<file path="src/rtl/pcm_slot_pkg.sv">
package pcm_slot_pkg;

  // Transmit slot sequencing
  typedef enum logic [1:0] {
    TXS_IDLE  = 2'd0,  // pad released
    TXS_SHIFT = 2'd1,  // launching bits on bit-clock rises
    TXS_TAIL  = 2'd2,  // last bit out, waiting for its falling edge
    TXS_HOLD  = 2'd3   // bits done, waiting for frame sync low
  } tx_state_e;

  // Lanes of the shared pin synchronizer
  localparam int PIN_TXCLK = 0;
  localparam int PIN_TXFS  = 1;
  localparam int PIN_RXCLK = 2;
  localparam int PIN_RXFS  = 3;
  localparam int PIN_RXDAT = 4;
  localparam int PIN_COUNT = 5;

endpackage

</file>
<file path="src/rtl/pcm_pin_sync.sv">
module pcm_pin_sync #(
  parameter int WIDTH  = 1,
  parameter int STAGES = 2
) (
  input  logic             clk,
  input  logic             rst_n,
  input  logic [WIDTH-1:0] pin,
  output logic [WIDTH-1:0] level,
  output logic [WIDTH-1:0] rise,
  output logic [WIDTH-1:0] fall
);

  logic [STAGES-1:0][WIDTH-1:0] stage_q;
  logic [WIDTH-1:0]             prev_q;

  generate
    if (STAGES == 1) begin : g_single
      always_ff @(posedge clk or negedge rst_n) begin
        if (!rst_n) stage_q <= '0;
        else        stage_q <= pin;
      end
    end else begin : g_chain
      always_ff @(posedge clk or negedge rst_n) begin
        if (!rst_n) stage_q <= '0;
        else        stage_q <= {stage_q[STAGES-2:0], pin};
      end
    end
  endgenerate

  always_ff @(posedge clk or negedge rst_n) begin
    if (!rst_n) prev_q <= '0;
    else        prev_q <= level;
  end

  assign level = stage_q[STAGES-1];
  assign rise  = level & ~prev_q;
  assign fall  = ~level & prev_q;

endmodule

</file>
<file path="src/rtl/pcm_tx_slot.sv">
module pcm_tx_slot
  import pcm_slot_pkg::*;
#(
  parameter int WORD_W = 8
) (
  input  logic              clk,
  input  logic              rst_n,
  input  logic              load,
  input  logic [WORD_W-1:0] code,
  input  logic              fs_level,
  input  logic              fs_rise,
  input  logic              bclk_rise,
  input  logic              bclk_fall,
  output logic              dout,
  output logic              oe
);

  localparam int              CNT_W    = $clog2(WORD_W);
  localparam logic [CNT_W-1:0] LAST_ADV = CNT_W'(WORD_W - 2);

  tx_state_e         state_q, state_d;
  logic [WORD_W-1:0] hold_q, hold_d;
  logic [WORD_W-1:0] shreg_q, shreg_d;
  logic [CNT_W-1:0]  cnt_q, cnt_d;

  always_comb begin
    hold_d  = load ? code : hold_q;
    state_d = state_q;
    shreg_d = shreg_q;
    cnt_d   = cnt_q;
    if (fs_rise) begin
      shreg_d = hold_q;
      cnt_d   = '0;
      state_d = TXS_SHIFT;
    end else begin
      case (state_q)
        TXS_SHIFT: begin
          if (bclk_rise) begin
            shreg_d = {shreg_q[WORD_W-2:0], 1'b0};
            if (cnt_q == LAST_ADV) state_d = TXS_TAIL;
            else                   cnt_d   = cnt_q + 1'b1;
          end
        end
        TXS_TAIL: begin
          if (bclk_fall) state_d = TXS_HOLD;
        end
        TXS_HOLD: begin
          if (!fs_level) state_d = TXS_IDLE;
        end
        default: ;
      endcase
    end
  end

  always_ff @(posedge clk or negedge rst_n) begin
    if (!rst_n) begin
      state_q <= TXS_IDLE;
      hold_q  <= '0;
      shreg_q <= '0;
      cnt_q   <= '0;
    end else begin
      state_q <= state_d;
      hold_q  <= hold_d;
      shreg_q <= shreg_d;
      cnt_q   <= cnt_d;
    end
  end

  assign oe   = (state_q != TXS_IDLE);
  assign dout = oe & shreg_q[WORD_W-1];

endmodule

</file>
<file path="src/rtl/pcm_rx_slot.sv">
module pcm_rx_slot #(
  parameter int WORD_W = 8
) (
  input  logic              clk,
  input  logic              rst_n,
  input  logic              fs_rise,
  input  logic              bclk_fall,
  input  logic              din,
  output logic [WORD_W-1:0] word,
  output logic              valid
);

  localparam int              CNT_W    = $clog2(WORD_W);
  localparam logic [CNT_W-1:0] LAST_BIT = CNT_W'(WORD_W - 1);

  logic              active_q, active_d;
  logic [CNT_W-1:0]  cnt_q, cnt_d;
  logic [WORD_W-1:0] shreg_q, shreg_d;
  logic [WORD_W-1:0] word_q, word_d;
  logic              valid_q, valid_d;

  always_comb begin
    active_d = active_q;
    cnt_d    = cnt_q;
    shreg_d  = shreg_q;
    word_d   = word_q;
    valid_d  = 1'b0;
    if (fs_rise) begin
      active_d = 1'b1;
      cnt_d    = '0;
    end else if (active_q && bclk_fall) begin
      shreg_d = {shreg_q[WORD_W-2:0], din};
      if (cnt_q == LAST_BIT) begin
        word_d   = shreg_d;
        valid_d  = 1'b1;
        active_d = 1'b0;
      end else begin
        cnt_d = cnt_q + 1'b1;
      end
    end
  end

  always_ff @(posedge clk or negedge rst_n) begin
    if (!rst_n) begin
      active_q <= 1'b0;
      cnt_q    <= '0;
      shreg_q  <= '0;
      word_q   <= '0;
      valid_q  <= 1'b0;
    end else begin
      active_q <= active_d;
      cnt_q    <= cnt_d;
      shreg_q  <= shreg_d;
      word_q   <= word_d;
      valid_q  <= valid_d;
    end
  end

  assign word  = word_q;
  assign valid = valid_q;

endmodule

</file>
<file path="src/rtl/pcm_slot_port.sv">
module pcm_slot_port
  import pcm_slot_pkg::*;
#(
  parameter int WORD_W      = 8,
  parameter int SYNC_STAGES = 2
) (
  input  logic              clk,
  input  logic              rst_n,
  input  logic              sync_mode,
  input  logic              tx_bclk,
  input  logic              tx_fsync,
  input  logic              tx_load,
  input  logic [WORD_W-1:0] tx_code,
  output logic              tx_dout,
  output logic              tx_oe,
  output logic              tx_slot,
  input  logic              rx_bclk,
  input  logic              rx_fsync,
  input  logic              rx_data,
  output logic [WORD_W-1:0] rx_code,
  output logic              rx_valid
);

  // Reset: asserted asynchronously, released on the clock
  logic [1:0] rst_pipe_q;
  logic       rst_int_n;

  always_ff @(posedge clk or negedge rst_n) begin
    if (!rst_n) rst_pipe_q <= 2'b00;
    else        rst_pipe_q <= {rst_pipe_q[0], 1'b1};
  end
  assign rst_int_n = rst_pipe_q[1];

  // Pin sampling
  logic [PIN_COUNT-1:0] pin_raw, pin_lvl, pin_rise, pin_fall;
  logic [7:0]           sync_unused;

  always_comb begin
    pin_raw            = '0;
    pin_raw[PIN_TXCLK] = tx_bclk;
    pin_raw[PIN_TXFS]  = tx_fsync;
    pin_raw[PIN_RXCLK] = rx_bclk;
    pin_raw[PIN_RXFS]  = rx_fsync;
    pin_raw[PIN_RXDAT] = rx_data;
  end

  pcm_pin_sync #(
    .WIDTH (PIN_COUNT),
    .STAGES(SYNC_STAGES)
  ) u_sync (
    .clk  (clk),
    .rst_n(rst_int_n),
    .pin  (pin_raw),
    .level(pin_lvl),
    .rise (pin_rise),
    .fall (pin_fall)
  );

  assign sync_unused = {pin_lvl[PIN_TXCLK], pin_lvl[PIN_RXCLK], pin_lvl[PIN_RXFS],
                        pin_rise[PIN_RXCLK], pin_rise[PIN_RXDAT], pin_fall[PIN_TXFS],
                        pin_fall[PIN_RXFS], pin_fall[PIN_RXDAT]};

  logic tx_fs_lvl, tx_fs_rise, tx_bclk_rise, tx_bclk_fall, rx_bit_fall;

  assign tx_fs_lvl    = pin_lvl[PIN_TXFS];
  assign tx_fs_rise   = pin_rise[PIN_TXFS];
  assign tx_bclk_rise = pin_rise[PIN_TXCLK];
  assign tx_bclk_fall = pin_fall[PIN_TXCLK];
  assign rx_bit_fall  = sync_mode ? pin_fall[PIN_TXCLK] : pin_fall[PIN_RXCLK];

  pcm_tx_slot #(.WORD_W(WORD_W)) u_tx (
    .clk      (clk),
    .rst_n    (rst_int_n),
    .load     (tx_load),
    .code     (tx_code),
    .fs_level (tx_fs_lvl),
    .fs_rise  (tx_fs_rise),
    .bclk_rise(tx_bclk_rise),
    .bclk_fall(tx_bclk_fall),
    .dout     (tx_dout),
    .oe       (tx_oe)
  );

  assign tx_slot = tx_oe;

  pcm_rx_slot #(.WORD_W(WORD_W)) u_rx (
    .clk      (clk),
    .rst_n    (rst_int_n),
    .fs_rise  (pin_rise[PIN_RXFS]),
    .bclk_fall(rx_bit_fall),
    .din      (pin_lvl[PIN_RXDAT]),
    .word     (rx_code),
    .valid    (rx_valid)
  );

endmodule

</file>
<file path="config.mk">
export PLATFORM = sky130hd
export DESIGN_NAME = pcm_slot_port
export DESIGN_NICKNAME = d
export VERILOG_FILES = /design/src/rtl/pcm_slot_pkg.sv /design/src/rtl/pcm_pin_sync.sv /design/src/rtl/pcm_tx_slot.sv /design/src/rtl/pcm_rx_slot.sv /design/src/rtl/pcm_slot_port.sv
export SDC_FILE = /design/constraint.sdc
export NUM_CORES = 1
export LEC_CHECK = 0
export ABC_AREA = 0
export BUFFER_PORTS_ARGS = -buffer_cell sky130_fd_sc_hd__buf_4
export CAP_MARGIN = 15
export CELL_PAD_IN_SITES_DETAIL_PLACEMENT = 1
export CELL_PAD_IN_SITES_GLOBAL_PLACEMENT = 1
export CORE_ASPECT_RATIO = 2
export CORE_MARGIN = 5
export CORE_UTILIZATION = 47
export DETAILED_ROUTE_END_ITERATION = 12
export PLACE_DENSITY = 0.8
export SYNTH_ARGS = -nofsm -noshare
export SYNTH_HDL_FRONTEND = slang
export SYNTH_SLANG_ARGS = --single-unit
</file>
<file path="constraint.sdc">
create_clock -name clk -period 2.55 [get_ports clk]
set_clock_uncertainty 0.15 [all_clocks]
set_input_delay 0.51 -clock clk [delete_from_list [all_inputs] [get_ports clk]]
set_output_delay 0.51 -clock clk [all_outputs]
set_load 0.1 [all_outputs]
</file>
# Word level (Yosys, flattened, before mapping)
# Cells that the tools add are included.
[op_classes]
n_addsub = 2
n_mul = 0
div_mod_pow = 0
magnitude_cmp = 0
eq_ne = 11
shifts = 0
muxes = 23
n_bitwise = 6
n_reduce_logical = 14
[op_table]
columns = ["operator", "count"]
rows = [
  ["$mux W8", 3],
  ["$mux W3", 7],
  ["$mux W2", 5],
  ["$reduce_bool A2 Y1", 5],
  ["$ne A3 B3 Y1 const B", 3],
  ["$reduce_and A2 Y1", 4],
  ["$mux W1", 7],
  ["$add A3 B1 Y3 const B", 2],
  ["$eq A3 B3 Y1 const B", 2],
  ["$pmux W2 S3", 1],
  ["$reduce_and A3 Y1", 2],
  ["$reduce_and A5 Y1", 1],
  ["$and A4 B4 Y4", 1],
  ["$eq A2 B2 Y1 const B", 2],
  ["$ne A2 B2 Y1 const B", 2],
  ["$not A4 Y4", 1],
  ["$reduce_bool A4 Y1", 1],
  ["$and A3 B3 Y3", 1],
  ["$ne A3 B2 Y1 const B", 1],
  ["$not A3 Y3", 1],
  ["$eq A2 B1 Y1 const B", 1],
  ["$and A1 B1 Y1", 1],
  ["$logic_and A1 B1 Y1", 1],
  ["$not A1 Y1", 1],
]
[totals]
reg_bits = 57
latch_bits = 0
mem_bits_rw = 0
rom_bits = 0
input_bits = 17
out_inout_bits = 12
elab_cells = 69
memories = 0

# Longest topological paths before layout
[depth]
word_depth = 6
mapped_depth = 5
depth_no_buf = 5

# Cells and area by module
# A second synthesis with hierarchy kept.
[unflattened]
cells_unflattened = 176
area_unflattened_um2 = 2416.1
[modules_own_cells]
columns = ["mod", "instances", "cells_each", "area_each_um2", "seq_area_each_um2"]
rows = [
  ["pcm_tx_slot", 1, 89, 1008.5, 525.5],
  ["pcm_rx_slot", 1, 52, 830.8, 500.5],
  ["pcm_pin_sync", 1, 30, 500.5, 375.4],
  ["pcm_slot_port", 1, 5, 76.3, 50.0],
]

# Worst setup path before layout
# No wires, ideal clock.
[synth_timing]
path_type = "flip-flop to output port"
startpoint = "register u_tx.state_q[0]"
endpoint = "output port tx_dout"
arrival_ps = 1995
required_time_ps = 1890
slack_ps = -105
path_stages_with_launch = 4
path_buffers = 0
cell_sequence = "dfrtp_1 inv_1 ha_1 nor2b_1"
[synth_via]
elab_chain_len = 2
[synth_lines]
columns = ["item", "line_no", "text"]
rows = [
  ["from (decl)", "pcm_tx_slot.sv:21", "tx_state_e state_q, state_d;"],
  ["from (signal assigned)", "pcm_tx_slot.sv:62", "state_q <= state_d;"],
  ["$reduce_bool A2 Y1", "pcm_tx_slot.sv:69", "assign oe = (state_q != TXS_IDLE);"],
  ["$and A1 B1 Y1", "pcm_tx_slot.sv:70", "assign dout = oe & shreg_q[WORD_W-1];"],
  ["to (decl)", "pcm_slot_port.sv:14", "output logic tx_dout,"],
]
# No other way between the ends.

# Worst setup path after layout
# Same ends and word-level chain as after synthesis.

==> run_results.csv <==
group,metric,value,unit
clocking,clk_pin_slew_worst_paths,0.07,ns
setup_path,cp-endpoint,"tx_dout",
setup_path,rrSetupSlack,0.62,ns
placed_design,pre_cts_ws,0.599,ns
setup_path,critPathLaunchType,"register",
die,rows,36,
route,dr.pass1.iters,4,
yosys,synth_seq_cells,57,
timing,rsz0062_at_grt,"false",
clocking,numCtsBuffers,9,
yosys,synth_nets,188,
timing,final.setup.worst_slack,0.419,ns
setup_path,r2r-start,"u_tx.state_q[0]",
setup_path,rr_worst_depth,5,
timing,hold_viol_final,0,
timing,whs,0.0222,ns
yosys,synth_ff_type,"dfrtp_1",
route,drc,0,
yosys,synth_top_area_share,0.599,
yosys,syn_area_per_cell,14.7,um^2
power,ir_drop,0.834,mV
cells_and_area,insertedDiodeCount,0,
yosys,synth_edf_count,0,
cells_and_area,syn_to_final_growth,19.2,%
cells_and_area,nets,225,
die,core,4910,um^2
yosys,synth_top_area_cell,"dfrtp_1",
clocking,cts_resized,0,
global_routing,antenna_found_initial,0,
route,vias_per_cell,5.41,
placed_design,place_hpwl,3480,um
setup_path,worstSetupPathType,"register to output port",
route,detail_route.wl_per_cell,18.4,um
clocking,clk_latency,0.33,ns
setup_path,critPathLaunch,"u_tx.state_q[0]",
route,final_antenna_net_count,0,
yosys,yosys_warnings,0,
clocking,clockRootBuffer,"clkbuf_8",
route,drt_wl_total,4790,um
clocking,htreeDepth,3,
power,power_leakage,1.35,nW
global_routing,grt_max_degree,21,
cells_and_area,drive_gt1_frac,0.436,
clocking,postCtsSetupBuffers,0,
die,initial_core_util,0.485,
global_routing,grt_pass1_vias,1639,
cells_and_area,final_util,0.578,
global_routing,grt_pass1_wl,7950,um
timing,setup_viol,0,
timing,layout_min_cycle_time,2.13,ns
route,vias,1412,
clocking,cts_tree,"built",
hold_path,hp-class,"register to async pin",
placed_design,gp_congestion,0.692,
route,dr.first_iter.drc_count,22,
power,p_per_area,965,nW/um^2
yosys,synthCells,162,
setup_path,cp.arrival,1.47,ns
die,die-area,6680,um^2
run,maxCapViolCount,0,
clocking,cts_buffer_depth,2,
yosys,async_reset_ff_frac,1.00,
yosys,synthDistinctLibCells,34,
global_routing,grt.overflow.total,0,
timing,period_share,0.836,
setup_path,cp-end-kind,"output port",
setup_path,critical_path.max_fanout,4,
yosys,synthTopCellsByCount,"dfrtp_1, mux2_2, ha_1, nand2_1, inv_1",
setup_path,r2r_end,"u_tx.state_q[1]",
placed_design,port_buffers,28,
die,die_h,111,um
yosys,seq_area_frac_synth,0.599,
clocking,holdBufCountCts,1,
clocking,cts_num_sinks,57,
yosys,synth_most_common_cell,"dfrtp_1",
setup_path,required,1.89,ns
yosys,synth.area.top_cells,"dfrtp_1, mux2_2, ha_1",
global_routing,grt_usage,0.164,
die,die_x,60.3,um
yosys,syn-cell-area,2380,um^2
status,status,"completed",
timing,fin_setup_tns,0,ns
placed_design,dp.cells,244,
timing,maxSlewViolCount,0,
cells_and_area,layout.cells.non_filler,261,
timing,max_freq,0.469,GHz
die,io_pins,29,
[report_power, final]
part / switching, mW / total (mW) / internal, mW
Combinational: 0.414 / 0.727 / 0.313
Clock: 0.341 / 0.817 / 0.476
Sequential: 0.119 / 1.19 / 1.07
[per-stage QoR]
step	power, mW	cell area, um^2
3_5_place_dp	1.94	2640
6_report	2.74	2840
5_1_grt	2.88	2840
4_1_cts	2.77	2840
3_3_place_gp	1.89	2640
2_1_floorplan	1.77	2380
[placed cells by master (no fill, tap or decap), types with 5 or more instances in the layout]
cell type	instances
clkbuf_8	10
ha_1	9
buf_4	30
nand2_1	9
dfrtp_1	56
mux2_2	35
nand2b_1	5
inv_1	6
[sequential cells by signal, indices dropped and copies added, names as in the netlist]
signal / count
u_rx.word: 8
u_tx.hold_q: 8
u_tx.shreg_q: 8
u_rx.shreg_q: 7
u_sync.level: 5
u_sync.stage_q: 5
u_sync.prev_q: 4
u_rx.cnt_q: 3
u_tx.cnt_q: 3
rst_pipe_q: 2
u_tx.state_q: 2
u_rx.active_q: 1
u_rx.valid: 1
[worst min path at each step]
stage,startpoint,to,slack (ns)
final,rst_pipe_q[1],u_rx.shreg_q[0],0.02
after global routing,rst_pipe_q[1],u_rx.word[0],0.06
after CTS,rst_pipe_q[1],u_rx.shreg_q[0],0.04
after detailed placement,rst_pipe_q[1],u_rx.word[0],0.03
after global placement,rst_pipe_q[1],u_sync.level[4],0.03
after floorplan,rst_n,rst_pipe_q[0],0.06
[cell families (layout without fill, tap and decap cells)]
| family | after synthesis | count (layout) | share of synthesized area |
|---|---|---|---|
| AOI/OAI and AO/OA | 14 | 14 | 0.0499 |
| adders and majority gates | 9 | 9 | 0.0473 |
| buffers and inverters | 11 | 53 | 0.0268 |
| DFF | 57 | 57 | 0.599 |
| muxes | 41 | 41 | 0.197 |
| other | 1 | 1 | 0.00157 |
| and+or+nand+nor | 29 | 29 | 0.0783 |
[critical path, stage by stage, from the launching register on]
cell and delay, ns:
dfrtp_1 0.40, inv_1 0.10, ha_1 0.24, nor2b_2 0.11
buf_4 0.29
[cell type report]
class | count | area, um^2
Clock inverter | 3 | 40.0
Clock buffer | 13 | 149
Tap cell | 57 | 71.3
Sequential cell | 57 | 1430
Timing Repair Buffer | 31 | 235
Multi-Input combinational cell | 94 | 893
Fill cell | 498 | 2070
Inverter | 6 | 22.5
[layer usage]
layer | global-route usage | share of wire | routed length [um]
met5 | 0 | 0 | 0
met4 | 0.0710 | 0.016 | 77
met3 | 0.0536 | 0.048 | 232
met2 | 0.296 | 0.61 | 2910
met1 | 0.159 | 0.33 | 1570
Power figures use the tool's default switching activity.
